$ cat src/rtl/trim_seq.sv
module trim_seq #(
  parameter int NCMP = 5,
  parameter int TW   = 5,
  parameter int SAMP = 16,
  parameter int NDLY = 8,
  parameter int DW   = 3
) (
  input  logic                 clk,
  input  logic                 rst,
  input  logic                 dec_valid,
  input  logic [NCMP-1:0]      cmp_dec,
  input  logic [NDLY*DW-1:0]   dly_norm,
  output logic                 short_en,
  output logic                 slow_req,
  output logic [NDLY*DW-1:0]   dly_code,
  output logic [NCMP*TW-1:0]   trim_flat,
  output logic                 done
);

  localparam int TGW = $clog2(NCMP);
  localparam int BW  = $clog2(TW);
  localparam int SCW = $clog2(SAMP);
  localparam int CW  = $clog2(SAMP + 1);
  localparam logic [BW-1:0] SIGN_IDX = BW'(TW - 1);

  logic [TW-1:0]  trim_q [NCMP];
  logic [TGW-1:0] tgt;
  logic [BW-1:0]  bidx;
  logic [SCW-1:0] cnt;
  logic [CW-1:0]  ones;

  logic [CW-1:0] ones_nxt;
  logic          last_samp, high, keep;
  logic [TW-1:0] trial;

  assign ones_nxt  = ones + CW'(cmp_dec[tgt]);
  assign last_samp = (cnt == SCW'(SAMP - 1));
  assign high      = (ones_nxt > CW'(SAMP / 2));
  assign keep      = (bidx == SIGN_IDX) ? high : (high == trim_q[tgt][TW-1]);
  assign trial     = (bidx == SIGN_IDX) ? '0 : (TW'(1) << bidx);

  assign short_en = ~done;
  assign slow_req = ~done;
  assign dly_code = done ? dly_norm : '1;

  for (genvar g = 0; g < NCMP; g++) begin : g_trim
    assign trim_flat[g*TW +: TW] =
      (!done && tgt == TGW'(g)) ? (trim_q[g] | trial) : trim_q[g];
  end

  always_ff @(posedge clk) begin
    if (rst) begin
      for (int i = 0; i < NCMP; i++) trim_q[i] <= '0;
      tgt  <= '0;
      bidx <= SIGN_IDX;
      cnt  <= '0;
      ones <= '0;
      done <= 1'b0;
    end else if (!done && dec_valid) begin
      if (last_samp) begin
        cnt  <= '0;
        ones <= '0;
        trim_q[tgt][bidx] <= keep;
        if (bidx == '0) begin
          bidx <= SIGN_IDX;
          if (tgt == TGW'(NCMP - 1)) done <= 1'b1;
          else                       tgt  <= tgt + 1'b1;
        end else begin
          bidx <= bidx - 1'b1;
        end
      end else begin
        cnt  <= cnt + 1'b1;
        ones <= ones_nxt;
      end
    end
  end

  a_r3_done_sticky: assert property (@(posedge clk) disable iff (rst)
    done |=> done);

  a_r3_trims_frozen: assert property (@(posedge clk) disable iff (rst)
    (done && $past(done)) |-> $stable(trim_flat));

  a_r6_count_needs_valid: assert property (@(posedge clk) disable iff (rst)
    !dec_valid |=> $stable(cnt) && $stable(ones));

  a_r5_step_on_full_window: assert property (@(posedge clk) disable iff (rst)
    !$stable(bidx) |-> $past(dec_valid && last_samp));

  a_r7_target_in_order: assert property (@(posedge clk) disable iff (rst)
    !$stable(tgt) |-> (tgt == $past(tgt) + 1'b1));

  a_r2_cal_outputs: assert property (@(posedge clk) disable iff (rst)
    $fell(done) |-> short_en && slow_req);

endmodule

$ cat config.mk
export PLATFORM = sky130hd
export DESIGN_NAME = trim_seq
export DESIGN_NICKNAME = d
export VERILOG_FILES = /design/src/rtl/trim_seq.sv
export SDC_FILE = /design/constraint.sdc
export NUM_CORES = 1
export LEC_CHECK = 0
export BUFFER_PORTS_ARGS = -buffer_cell sky130_fd_sc_hd__buf_2
export CORE_ASPECT_RATIO = 0.7
export CORE_UTILIZATION = 52
export CTS_BUF_LIST = sky130_fd_sc_hd__clkbuf_16
export DETAILED_ROUTE_END_ITERATION = 7
export GPL_ROUTABILITY_DRIVEN = 0
export PLACE_DENSITY_LB_ADDON = 0.2
export SYNTH_ARGS = -nofsm -noshare
export SYNTH_HDL_FRONTEND = slang
export SYNTH_SLANG_ARGS = --single-unit
$ cat constraint.sdc
create_clock -name clk -period 3.6 [get_ports clk]
set_clock_uncertainty 0.05 [all_clocks]
set_input_delay 0.36 -clock clk [delete_from_list [all_inputs] [get_ports clk]]
set_output_delay 0.36 -clock clk [all_outputs]
set_load 0.02 [all_outputs]
==> impl_metrics.toml <==
[grt]
busiest_layer = "met2"
grt-ovfl-total = 0
met3_usage = 0.05152
track_usage = 0.2475
antenna_found_initial = 0
grt_pass1_vias = 2080
grt_max_degree = 44
gr-usage-met1 = 0.3211
grtUsageMet2 = 0.4096
grt_pass1_wl_mm = 10.34

[clock_network]
hold_buffers = 0
clockRootBuffer = "clkbuf_16"
cts_sinks = 47
clock_latency_ps = 290
cts_setup_buffers = 0
numCtsBuffers = 5
cts_tree = "done"
ctsResizeCount = 0
ctsHtreeMaxLevel = 2
clk_path_buf_depth = 2
clkSlewWorstSetupHoldPaths_ps = 60

[power_and_ir_drop]
powerDensity_nw_per_um2 = 345.3
p_comb_frac = 0.089
power_frac_seq = 0.525
p_total_w = 0.001129
swShare = 0.2183
internal_power_w = 0.0008825
p_leak_nw = 1.224
power_switching_w = 0.0002464
clkPwrFrac = 0.386
ir_drop_v = 0.0002430

[hold_path]
min_delay_path_depth = 2
hold_end = "ones[0]$_SDFFE_PP0P_"
hold_path_class = "reg2reg"
hp-start = "ones[0]$_SDFFE_PP0P_"

[outcome]
status = "completed"

[worst_setup_path]
reg2reg_from = "tgt[0]$_SDFFE_PP0P_"
crit_type = "reg2reg"
critPathMostFrequentCell = "ha_1"
cp_slowest_cell = "dfxtp_1"
worstReg2RegEnd = "trim_q[5][4]$_DFFE_PP_"
crit_path_end_kind = "register"
cp_cell_sequence = "clkinv_1, nand3_1, o21ai_0, ha_1, ha_1, xor2_1, nor3_1, o21ai_4, xnor2_4, buf_4, inv_1"
regToRegSetupSlack_ps = 330
required_ps = 3570
startpoint = "tgt[0]$_SDFFE_PP0P_"
cp_max_fo = 26
slowest_delay_ps = 520
start_kind = "register"
reg2reg_depth = 11
arrival_ps = 3240

[floorplan]
die_h_um = 62.78
num_io_pins = 84
start_util = 0.5584
dieArea_um2 = 5576
core-area_um2 = 4913
die_w_um = 88.82
num_rows = 21

[detailed_routing]
firstDrtPassIters = 4
viasPerCell = 5.636
num_vias = 2367
drc_errors = 0
drt_wl_total_mm = 6.598
first_iter_violations = 218
antenna_left = 0
routedWlPerCell_um = 15.71

[synth]
synth_seq_cells = 47
synth_flop_cell = "edfxtp_1"
syn_nets = 327
synth_edf_count = 28
ys_seq_area_frac = 0.4451
async_flop_share = 0
syn_inst = 285
synth.distinct_cells = 36
synth_warnings = 0
syn_area_um2 = 2744
postSynthAreaPerCell_um2 = 9.628

[flow_run]
drv_cap = 0

[finish]
fin_util = 0.6654
layout_commonest_cell = "buf_2"
antenna_cells = 0
fill_cells = 428
layout-drive-gt1-share = 0.3134
nNetsFinal = 392
layout_common_cells = "83 x buf_2, 29 x nor3_1, 28 x edfxtp_1"
area_growth_pct = 19.15

[sta]
slew_headroom = 0.4010
fin_ws_ps = 334.3
rsz0062_at_grt = "false"
clock.fmax_ghz = 0.3062
fin_crit_ps = 3266
hold_viol = 0
slew_viol_final = 0
tightest_slew_ps = 895.2
setup_viol = 0
tns_ps = 0
fin_crit_sh = 0.9071

[placement]
dpl.hpwl_mm = 4.750
portBuffers = 83
pre_cts_slack_ps = 410.6
[synth_stat cells, types with 8 or more instances]
cell	count	area share
a21oi_1	8	0.015
a31o_2	13	0.041
clkbuf_1	23	0.031
dfxtp_1	19	0.14
edfxtp_1	28	0.31
ha_1	10	0.046
nand2_1	17	0.023
nand2b_1	24	0.055
nand3_1	15	0.027
nor2_1	19	0.026
nor3_1	29	0.053
o21bai_1	25	0.068
[flip-flops by register name, summed over array words and instances (netlist names), named ones only]
signal  count
bidx        3
trim_q     28
ones        5
cnt         4
done        1
tgt         3
[kinds of logic (layout without fill, tap and decap cells)]
kind of cell / count (synthesis) / count (layout) / synth area share
compound gates: 63 / 63 / 0.1715
flops: 47 / 47 / 0.4451
simple gates: 118 / 118 / 0.2212
xor+xnor: 6 / 6 / 0.02599
mux: 7 / 7 / 0.03466
fa+ha+maj: 10 / 10 / 0.04560
buf+inv: 34 / 100 / 0.05608
[power groups by stage]
| stage | clock (W) | combinational (W) | sequential (W) |
|---|---|---|---|
| 3_5_place_dp | 0 | 0.000101 | 0.000604 |
| 3_3_place_gp | 0 | 0.0000997 | 0.000603 |
| 2_1_floorplan | 0 | 0.0000670 | 0.000601 |
| 6_report | 0.000436 | 0.000101 | 0.000592 |
| 5_1_grt | 0.000459 | 0.000110 | 0.000594 |
| 4_1_cts | 0.000441 | 0.000101 | 0.000592 |
[final cells by class]
class / instances / area [µm²] / area share
multi-input cells: 204 / 1369 / 0.4187
clock buffers: 5 / 125.1 / 0.03827
repair buffers: 85 / 430.4 / 0.1316
inverters: 7 / 26.28 / 0.008037
clock inverters: 3 / 11.26 / 0.003444
well taps: 69 / 86.33 / 0.02641
flip-flops and latches: 47 / 1221 / 0.3735
[metal layers]
metal  up-vias  share of wire
met4         0          0.011
met1      1117           0.43
met5         -              0
li1       1145              -
met2        98           0.47
met3         7          0.085
[stage by stage]
stage	hold slack, ps	area [µm²]	instances
floorplan	381.6	2744	285
global placement	398.8	3133	412
detailed placement	415.8	3133	412
CTS	424.0	3269	420
global route	454.2	3269	420
finish	423.9	3269	420
[worst max-delay path: cells and delay by family (launching register included)]
| kind | cells | cell delay (ps) |
|---|---|---|
| fa+ha+maj | 2 | 450 |
| buf+inv | 3 | 690 |
| flops | 1 | 520 |
| simple gates | 2 | 690 |
| compound gates | 2 | 280 |
| xor+xnor | 2 | 310 |
[worst max-delay path by stage]
stage	endpoint	cells after the start
global route	trim_q[6][4]$_DFFE_PP_	11
finish	trim_q[5][4]$_DFFE_PP_	11
global placement	trim_q[5][4]$_DFFE_PP_	11
CTS	trim_q[5][4]$_DFFE_PP_	11
detailed placement	trim_q[7][4]$_DFFE_PP_	11
floorplan	trim_q[0][4]$_SDFFCE_PN0P_	12
Note: power is estimated with default switching activity, not from simulation.
